$ cat src/rtl/card_bus_pkg.sv
package card_bus_pkg;

   typedef enum logic [2:0] {
      ACC_IDLE      = 3'd0,
      ACC_BYTE_EVEN = 3'd1,
      ACC_BYTE_ODD  = 3'd2,
      ACC_WORD      = 3'd3,
      ACC_ODD_ONLY  = 3'd4
   } acc_kind_e;

   function automatic logic needs_even_dev(acc_kind_e k);
      return (k == ACC_BYTE_EVEN) || (k == ACC_WORD);
   endfunction

   function automatic logic needs_odd_dev(acc_kind_e k);
      return (k == ACC_BYTE_ODD) || (k == ACC_WORD) || (k == ACC_ODD_ONLY);
   endfunction

   function automatic logic uses_low_lane(acc_kind_e k);
      return (k == ACC_BYTE_EVEN) || (k == ACC_BYTE_ODD) || (k == ACC_WORD);
   endfunction

   function automatic logic uses_high_lane(acc_kind_e k);
      return (k == ACC_WORD) || (k == ACC_ODD_ONLY);
   endfunction

endpackage

$ cat src/rtl/card_access_decode.sv
module card_access_decode
   import card_bus_pkg::*;
(
   input  logic      ce1_n,
   input  logic      ce2_n,
   input  logic      a0,
   output acc_kind_e kind
);
   always_comb begin
      case ({ce2_n, ce1_n})
         2'b11:   kind = ACC_IDLE;
         2'b10:   kind = a0 ? ACC_BYTE_ODD : ACC_BYTE_EVEN;
         2'b00:   kind = ACC_WORD;
         default: kind = ACC_ODD_ONLY;
      endcase
   end
endmodule

$ cat src/rtl/card_pair_select.sv
module card_pair_select #(
   parameter int HOST_ADDR_W = 12,
   parameter int DEV_ADDR_W  = 8,
   parameter int NUM_PAIRS   = 3,
   parameter int PAIR_W      = 2
) (
   input  logic [HOST_ADDR_W-1:0] addr,
   output logic [NUM_PAIRS-1:0]   pair_hit,
   output logic                   populated
);
   localparam int IDX_LSB = DEV_ADDR_W + 1;
   localparam int SPAN_W  = IDX_LSB + PAIR_W;

   logic [PAIR_W-1:0] idx;

   generate
      if (NUM_PAIRS == 1) begin : g_single
         logic unused_idx;
         assign unused_idx = ^addr[IDX_LSB +: PAIR_W];
         assign idx        = '0;
         assign populated  = 1'b1;
      end else begin : g_multi
         assign idx       = addr[IDX_LSB +: PAIR_W];
         assign populated = (32'(idx) < NUM_PAIRS);
      end

      if (HOST_ADDR_W > SPAN_W) begin : g_wrap
         logic unused_wrap;
         assign unused_wrap = ^addr[HOST_ADDR_W-1:SPAN_W];
      end

      for (genvar p = 0; p < NUM_PAIRS; p++) begin : g_hit
         assign pair_hit[p] = populated && (32'(idx) == p);
      end
   endgenerate
endmodule

$ cat src/rtl/card_lane_steer.sv
module card_lane_steer
   import card_bus_pkg::*;
#(
   parameter int NUM_PAIRS = 3
) (
   input  acc_kind_e              kind,
   input  logic                   attr_path,
   input  logic [NUM_PAIRS-1:0]   pair_hit,
   input  logic [NUM_PAIRS*8-1:0] rdata_lo,
   input  logic [NUM_PAIRS*8-1:0] rdata_hi,
   input  logic [7:0]             attr_rdata,
   input  logic [15:0]            host_wdata,
   output logic [15:0]            host_rdata,
   output logic [7:0]             wdata_lo,
   output logic [7:0]             wdata_hi
);
   logic [7:0] pick_lo, pick_hi;
   logic       swap_down;

   assign swap_down = (kind == ACC_BYTE_ODD);

   always_comb begin
      pick_lo = '0;
      pick_hi = '0;
      for (int p = 0; p < NUM_PAIRS; p++) begin
         pick_lo = pick_lo | (rdata_lo[p*8 +: 8] & {8{pair_hit[p]}});
         pick_hi = pick_hi | (rdata_hi[p*8 +: 8] & {8{pair_hit[p]}});
      end
   end

   assign host_rdata[7:0]  = attr_path ? attr_rdata : (swap_down ? pick_hi : pick_lo);
   assign host_rdata[15:8] = pick_hi;
   assign wdata_lo         = host_wdata[7:0];
   assign wdata_hi         = swap_down ? host_wdata[7:0] : host_wdata[15:8];
endmodule

$ cat src/rtl/card_bus_decoder.sv
module card_bus_decoder
   import card_bus_pkg::*;
#(
   parameter int HOST_ADDR_W = 12,
   parameter int DEV_ADDR_W  = 8,
   parameter int NUM_PAIRS   = 3,
   parameter int ATTR_ADDR_W = 6,
   parameter bit ATTR_EN     = 1'b1
) (
   input  logic [HOST_ADDR_W-1:0] host_addr,
   input  logic                   ce1_n,
   input  logic                   ce2_n,
   input  logic                   reg_n,
   input  logic                   oe_n,
   input  logic                   we_n,
   input  logic                   wp,
   input  logic [15:0]            host_wdata,
   output logic [15:0]            host_rdata,
   output logic                   host_drv_lo,
   output logic                   host_drv_hi,
   output logic [DEV_ADDR_W-1:0]  dev_addr,
   output logic                   mem_oe_n,
   output logic                   flash_we_n,
   output logic [7:0]             dev_wdata_lo,
   output logic [7:0]             dev_wdata_hi,
   output logic [NUM_PAIRS-1:0]   sel_lo,
   output logic [NUM_PAIRS-1:0]   sel_hi,
   input  logic [NUM_PAIRS*8-1:0] dev_rdata_lo,
   input  logic [NUM_PAIRS*8-1:0] dev_rdata_hi,
   output logic                   attr_sel,
   output logic [ATTR_ADDR_W-1:0] attr_addr,
   output logic                   attr_we_n,
   input  logic [7:0]             attr_rdata
);
   localparam int PAIR_W = (NUM_PAIRS > 1) ? $clog2(NUM_PAIRS) : 1;
   localparam int SPAN_W = DEV_ADDR_W + 1 + PAIR_W;

   generate
      if (NUM_PAIRS < 1 || NUM_PAIRS > 10) begin : g_bad_pairs
         $error("NUM_PAIRS must lie in 1..10");
      end
      if (HOST_ADDR_W < SPAN_W) begin : g_bad_addr
         $error("HOST_ADDR_W too narrow for the pair span");
      end
      if (ATTR_ADDR_W + 1 > HOST_ADDR_W) begin : g_bad_attr
         $error("ATTR_ADDR_W too wide for the host address");
      end
   endgenerate

   acc_kind_e            kind;
   logic [NUM_PAIRS-1:0] pair_hit;
   logic                 populated;
   logic                 rd_cyc, wr_cyc, common_hit;

   card_access_decode u_decode (
      .ce1_n (ce1_n),
      .ce2_n (ce2_n),
      .a0    (host_addr[0]),
      .kind  (kind)
   );

   card_pair_select #(
      .HOST_ADDR_W (HOST_ADDR_W),
      .DEV_ADDR_W  (DEV_ADDR_W),
      .NUM_PAIRS   (NUM_PAIRS),
      .PAIR_W      (PAIR_W)
   ) u_pairs (
      .addr      (host_addr),
      .pair_hit  (pair_hit),
      .populated (populated)
   );

   assign rd_cyc     = !oe_n && we_n;
   assign wr_cyc     = !we_n && oe_n;
   assign common_hit = reg_n && populated;

   generate
      if (ATTR_EN) begin : g_attr
         assign attr_sel = !reg_n && needs_even_dev(kind);
      end else begin : g_no_attr
         assign attr_sel = 1'b0;
      end
   endgenerate

   assign attr_addr = host_addr[ATTR_ADDR_W:1];
   assign attr_we_n = !(wr_cyc && attr_sel);

   assign sel_lo   = (common_hit && needs_even_dev(kind)) ? pair_hit : '0;
   assign sel_hi   = (common_hit && needs_odd_dev(kind))  ? pair_hit : '0;
   assign dev_addr = host_addr[DEV_ADDR_W:1];
   assign mem_oe_n = !rd_cyc;

   assign flash_we_n  = !(wr_cyc && common_hit && !wp && (kind != ACC_IDLE));
   assign host_drv_lo = rd_cyc && ((common_hit && uses_low_lane(kind)) || attr_sel);
   assign host_drv_hi = rd_cyc && common_hit && uses_high_lane(kind);

   card_lane_steer #(
      .NUM_PAIRS (NUM_PAIRS)
   ) u_steer (
      .kind       (kind),
      .attr_path  (attr_sel),
      .pair_hit   (pair_hit),
      .rdata_lo   (dev_rdata_lo),
      .rdata_hi   (dev_rdata_hi),
      .attr_rdata (attr_rdata),
      .host_wdata (host_wdata),
      .host_rdata (host_rdata),
      .wdata_lo   (dev_wdata_lo),
      .wdata_hi   (dev_wdata_hi)
   );
endmodule

$ cat config.mk
export PLATFORM = sky130hd
export DESIGN_NAME = card_bus_decoder
export DESIGN_NICKNAME = d
export VERILOG_FILES = /design/src/rtl/card_bus_pkg.sv /design/src/rtl/card_access_decode.sv /design/src/rtl/card_pair_select.sv /design/src/rtl/card_lane_steer.sv /design/src/rtl/card_bus_decoder.sv
export SDC_FILE = /design/constraint.sdc
export NUM_CORES = 1
export LEC_CHECK = 0
export CORE_UTILIZATION = 26
export DETAILED_ROUTE_END_ITERATION = 12
export GPL_ROUTABILITY_DRIVEN = 0
export GPL_TIMING_DRIVEN = 0
export PLACE_DENSITY_LB_ADDON = 0.2
export SLEW_MARGIN = 25
export SYNTH_ARGS = -nofsm -noshare
export SYNTH_HDL_FRONTEND = slang
export SYNTH_SLANG_ARGS = --single-unit
$ cat constraint.sdc
create_clock -name vclk -period 4.6
set_input_delay 1.38 -clock vclk [all_inputs]
set_output_delay 1.38 -clock vclk [all_outputs]
set_load 0.02 [all_outputs]
==> results of run 1 <==
path summary, 6_finish.rpt:
| check | start | endpoint | slack [ns] | cells past startpoint |
|---|---|---|---|---|
| hold / removal | ce1_n | host_drv_lo | 3.36 | 5 |
| setup / recovery | host_addr[0] | dev_wdata_hi[3] | 0.11 | 6 |
power by group through the flow:
stage	registers (mW)	clock network (mW)	logic, mW
after floorplan	0	0	0.118
after global placement	0	0	0.263
after detailed placement	0	0	0.264
after CTS	0	0	0.256
after global routing	0	0	0.269
final	0	0	0.252
repair_timing:
item | in CTS | in global routing
pin swaps | 1 | 0
endpoints found under the setup margin | 33 | 27
setup buffers | 1 | 0
hold buffers | 0 | 0
gates resized for setup | 28 | 13
layout by cell type (no fill, tap or decap):
master and instances:
nand4b_1 1, a221oi_2 1, dlygate4sd2_1 21, nor2b_1 2, nor3b_1 1, clkdlybuf4s50_1 105
nand2_1 12, buf_6 4, o31ai_2 1, o31ai_1 7, a211oi_4 1, nand2b_1 2
buf_4 24, mux2i_1 8, a21oi_1 2, o22ai_1 8, and3b_1 1, a21boi_2 1
dlymetal6s2s_1 12, a221oi_1 7, buf_2 4, inv_1 11, o221a_1 8, mux2_1 8
clkinv_1 1, nor3_1 2, mux2_2 8, clkbuf_2 2, o21ai_1 1, nor2b_2 1
nor2_1 5
critical path, cell delays in order:
cell	delay, ns
clkdlybuf4s50_1	0.54
and3b_1	0.17
buf_2	0.19
buf_6	0.18
mux2_1	0.33
dlygate4sd2_1	0.33
synth_stat cells, drive strengths merged, types with 2 or more instances:
master / count
o22ai: 8
nor2b: 3
buf: 31
nor2: 5
o31ai: 8
nand2b: 2
mux2i: 8
nor3: 2
a221oi: 8
o221a: 8
inv: 11
mux2: 16
nand2: 12
a21oi: 2
routing by layer:
metal / track usage [%] / vias to the layer above
met4: 0.568 / 0
met2: 38.8 / 72
met3: 3.04 / 2
met5: 0 / -
met1: 24.2 / 673
li1: - / 749
logic make-up (layout without fill, tap and decap cells):
group | count (synthesis) | in the layout | share of synthesized area [%]
and+or+nand+nor | 27 | 27 | 13.1
AOI/OAI and AO/OA | 37 | 37 | 31.9
buffers and inverters | 44 | 184 | 28.8
muxes | 24 | 24 | 26.2
cell type report:
type,instances,area (sq um)
Timing Repair Buffer,140,1400
Fill cell,326,1190
Multi-Input combinational cell,88,721
Tap cell,48,60.1
Buffer,32,243
Inverter,12,45.0
==> flow_metrics.py, run 1 <==
metrics = {
    "outcome": {
        "status": "finished clean",
    },
    "placed_design": {
        "dp_hpwl_um": 3710,
        "dp_slack_ns": -0.461,
        "place_inst": 319,
        "placed_cell_area_sq_um": 2440,
        "port_buffers": 139,
    },
    "sta": {
        "fin_ws_ns": 0.105,
        "finalSetupViolations": 0,
        "max_freq_mhz": 222,
        "finalHoldViolations": 0,
        "slew_headroom_pct": 80.6,
        "fin_crit_sh_pct": 97.7,
        "rsz0062_at_grt": "false",
        "period_needed_ns": 4.49,
        "setup_tns_ns": 0,
        "finalMaxSlewViolations": 0,
        "whs_ns": 3.36,
        "worstMarginPinSlew_ns": 0.291,
    },
    "cells_and_area": {
        "fin_nets": 364,
        "drive_gt1_share_pct": 17.3,
        "clock_buffers": 0,
        "n_antenna_cell": 0,
        "fin_area_sq_um": 2470,
        "post-route-util_pct": 67.4,
        "seq_cells": 0,
        "ff_latch_area_sq_um": 0,
        "finalNonFillerCells": 320,
        "syn_to_final_growth_pct": 148,
    },
    "grt": {
        "grt_usage_pct": 20.1,
        "first_global_vias": 1474,
        "grt_start_max_net_pins": 11,
        "antenna_found_initial": 0,
        "grt_overflow": 0,
        "grt_first_pass_wirelength_um": 6710,
    },
    "setup_path": {
        "crit_type": "input pin to output port",
        "worstPathRequired_ns": 3.22,
        "start_kind": "input pin",
        "crit_fanout": 10,
        "endpoint_kind": "output port",
        "critPathArrivalTime_ns": 3.11,
    },
    "route": {
        "routed_wl_um": 4320,
        "route.detailed.drc": 0,
        "wl_per_cell_um": 13.5,
        "vias": 1496,
        "top_layer": "met4",
        "firstDrtPassIters": 4,
        "wl_met2_um": 2250,
        "final_antenna_net_count": 0,
        "first_iter_violations": 69,
        "wl_met1_um": 1720,
        "via_per_inst": 4.68,
        "wl_met3_um": 330,
    },
    "power": {
        "clockPowerShare_pct": 0,
        "combPwrFrac_pct": 100.0,
        "seqPwrFrac_pct": 0,
        "p_per_area_nw_per_um2": 102,
        "power_mw": 0.252,
        "power.leakage_nw": 1.20,
        "p_sw_mw": 0.107,
        "p_int_mw": 0.146,
        "sw_frac_of_total_pct": 42.2,
        "peakVddDrop_mv": 0.0559,
    },
    "worst_hold_path": {
        "worstHoldPathType": "input pin to output port",
    },
    "floorplan": {
        "die_w_um": 63.8,
        "boundaryPins": 148,
        "die_area_sq_um": 4070,
        "start_util_pct": 27.1,
        "die_h_um": 63.8,
        "row_count": 22,
        "placeableCoreArea_sq_um": 3660,
    },
    "yosys": {
        "synth_top_area_cell": "buf_4",
        "ys_warn_count": 0,
        "syn_inst": 132,
        "synth.net_count": 222,
        "synth-seq-area-share_pct": 0,
        "synthTopCellsByArea": "buf_4 (17%), mux2_1 (9.1%), mux2_2 (9.1%)",
        "avgSynthCellArea_sq_um": 7.53,
        "netlist_area_sq_um": 993,
        "synth_top_area_share_pct": 17.4,
        "synth_cell_type_count": 27,
    },
    "run": {
        "cap_violations": 0,
    },
}
Power figures use the tool's default switching activity.
==> run 2, diff against run 1 <==
Settings changed: ABC_AREA set to 1, CORE_UTILIZATION 26 to 28.
==> run 2 against run 1 <==
Synthesized cell count grew 64%. Critical path type unchanged. Global-route usage grew 2.6 points. Sequential share of layout area is the same. Cell count grew 26%. Highest routed layer unchanged.
==> flow_metrics.py, run 2 <==
metrics = {
    "yosys": {
        "syn_inst": 217,
        "ys_warn_count": 0,
        "synthTopCellsByArea": "nand2_1 (31%), nand3_1 (23%), buf_4 (18%)",
        "synth_top_area_cell": "nand2_1",
        "synth_cell_type_count": 16,
        "netlist_area_sq_um": 1080,
        "synth_top_area_share_pct": 30.7,
        "synth.most_common_cell": "nand2_1",
        "synth_common_cells": "nand2_1 (88), nand3_1 (50), buf_4 (26), inv_1 (20), nor2_1 (9)",
        "synth-seq-area-share_pct": 0,
        "avgSynthCellArea_sq_um": 4.96,
        "synth.net_count": 307,
    },
    "power": {
        "combPwrFrac_pct": 100.0,
        "seqPwrFrac_pct": 0,
        "power_mw": 0.265,
        "peakVddDrop_mv": 0.0622,
        "p_sw_mw": 0.119,
        "power.leakage_nw": 1.32,
        "p_int_mw": 0.146,
        "sw_frac_of_total_pct": 44.7,
        "p_per_area_nw_per_um2": 104,
        "clockPowerShare_pct": 0,
    },
    "setup_path": {
        "endpoint_kind": "output port",
        "critPathArrivalTime_ns": 3.11,
        "slowest_delay_ns": 0.59,
        "crit_fanout": 10,
        "worstPathRequired_ns": 3.22,
        "crit_type": "input pin to output port",
        "crit_chain": "clkdlybuf4s50_1, nand2_2, nor2_4, buf_6, nand2_1, nand2_1, clkdlybuf4s50_1",
        "start_kind": "input pin",
        "crit_path_top_delay_cell": "clkdlybuf4s50_1",
    },
    "placed_design": {
        "port_buffers": 139,
        "dp_hpwl_um": 3920,
        "place_inst": 404,
        "dp_slack_ns": -0.113,
    },
    "cells_and_area": {
        "final_common_cell": "clkdlybuf4s50_1",
        "finalNonFillerCells": 404,
        "fin_nets": 448,
        "drive_gt1_share_pct": 11.2,
        "multi_input_area_sq_um": 747,
        "syn_to_final_growth_pct": 137,
        "post-route-util_pct": 69.1,
        "final_cell_mix": "clkdlybuf4s50_1 (119), nand2_1 (88), nand3_1 (50), buf_4 (26), inv_1 (20)",
        "clock_buffers": 0,
        "ff_latch_area_sq_um": 0,
        "n_antenna_cell": 0,
        "seq_cells": 0,
        "fill_cells": 351,
    },
    "floorplan": {
        "start_util_pct": 29.2,
        "die_w_um": 64.0,
        "die_h_um": 64.0,
        "die_area_sq_um": 4100,
        "placeableCoreArea_sq_um": 3690,
        "boundaryPins": 148,
        "row_count": 22,
    },
    "grt": {
        "grt_usage_pct": 22.8,
        "first_global_vias": 1697,
        "grt_start_max_net_pins": 11,
        "antenna_found_initial": 0,
        "grt_overflow": 0,
        "grt_first_pass_wirelength_um": 7570,
    },
    "sta": {
        "rsz0062_at_grt": "false",
        "slew_headroom_pct": 81.7,
        "period_needed_ns": 4.49,
        "finalSetupViolations": 0,
        "finalHoldViolations": 0,
        "fin_crit_sh_pct": 97.7,
        "worstMarginPinSlew_ns": 0.274,
        "max_freq_mhz": 223,
        "fin_ws_ns": 0.106,
        "whs_ns": 3.38,
        "finalMaxSlewViolations": 0,
    },
    "run": {
        "cap_violations": 0,
    },
    "route": {
        "routed_wl_um": 4710,
        "via_per_inst": 4.54,
        "final_antenna_net_count": 0,
        "vias": 1836,
        "firstDrtPassIters": 4,
        "first_iter_violations": 68,
        "wl_per_cell_um": 11.7,
        "route.detailed.drc": 0,
    },
    "outcome": {
        "status": "finished clean",
    },
    "worst_hold_path": {
        "worstHoldPathType": "input pin to output port",
    },
}
## run 2: worst paths after layout
check | startpoint | cells past startpoint | slack (ns) | end
setup / recovery | host_addr[0] | 7 | 0.11 | dev_wdata_hi[0]
hold / removal | host_addr[6] | 2 | 3.38 | dev_addr[5]
## run 2: what timing repair did
action                                  4_1_cts  5_1_grt
buffers inserted                              0        0
cloned                                        0        0
endpoints found under the setup margin       11       12
hold buffers                                  0        0
resized for setup                            13       11
## run 2: logic make-up (layout without fill, tap and decap cells)
group,count (synthesis),count (layout),share of synthesized area (%)
and+or+nand+nor,161,161,67.1
AOI/OAI and AO/OA,2,2,1.51
buffers and inverters,54,193,31.4
## run 2: per-layer routing
layer / share of wire [%] / vias up / global-route usage (%)
met5: 0 / - / 0
met4: 0.40 / 0 / 0.852
met3: 12 / 2 / 6.96
met2: 50 / 100 / 44.1
met1: 38 / 782 / 25.0
li1: - / 952 / -
## run 2: through the flow
step                      TNS (ns)  instance area, sq um
final                            0                  2550
after floorplan                  0                  1080
after CTS                        0                  2520
after global routing             0                  2550
after global placement      -0.447                  2530
after detailed placement    -0.674                  2530
## run 2: layout make-up
cell class                 count  share of cell area (%)
timing repair buffer         139                    54.9
multi-input combinational    163                    29.3
buffer                        31                    9.86
inverter                      23                    3.58
tap                           48                    2.36
## run 2: worst max-delay path, delay by kind of cell
kind | cells | cell delay [ns]
buf+inv | 3 | 1.30
simple gates | 4 | 0.42
## run 2: power groups by stage
| stage | Combinational (mW) | Sequential (mW) | Clock (mW) |
|---|---|---|---|
| floorplan | 0.123 | 0 | 0 |
| global placement | 0.271 | 0 | 0 |
| detailed placement | 0.273 | 0 | 0 |
| CTS | 0.267 | 0 | 0 |
| global route | 0.286 | 0 | 0 |
| finish | 0.265 | 0 | 0 |
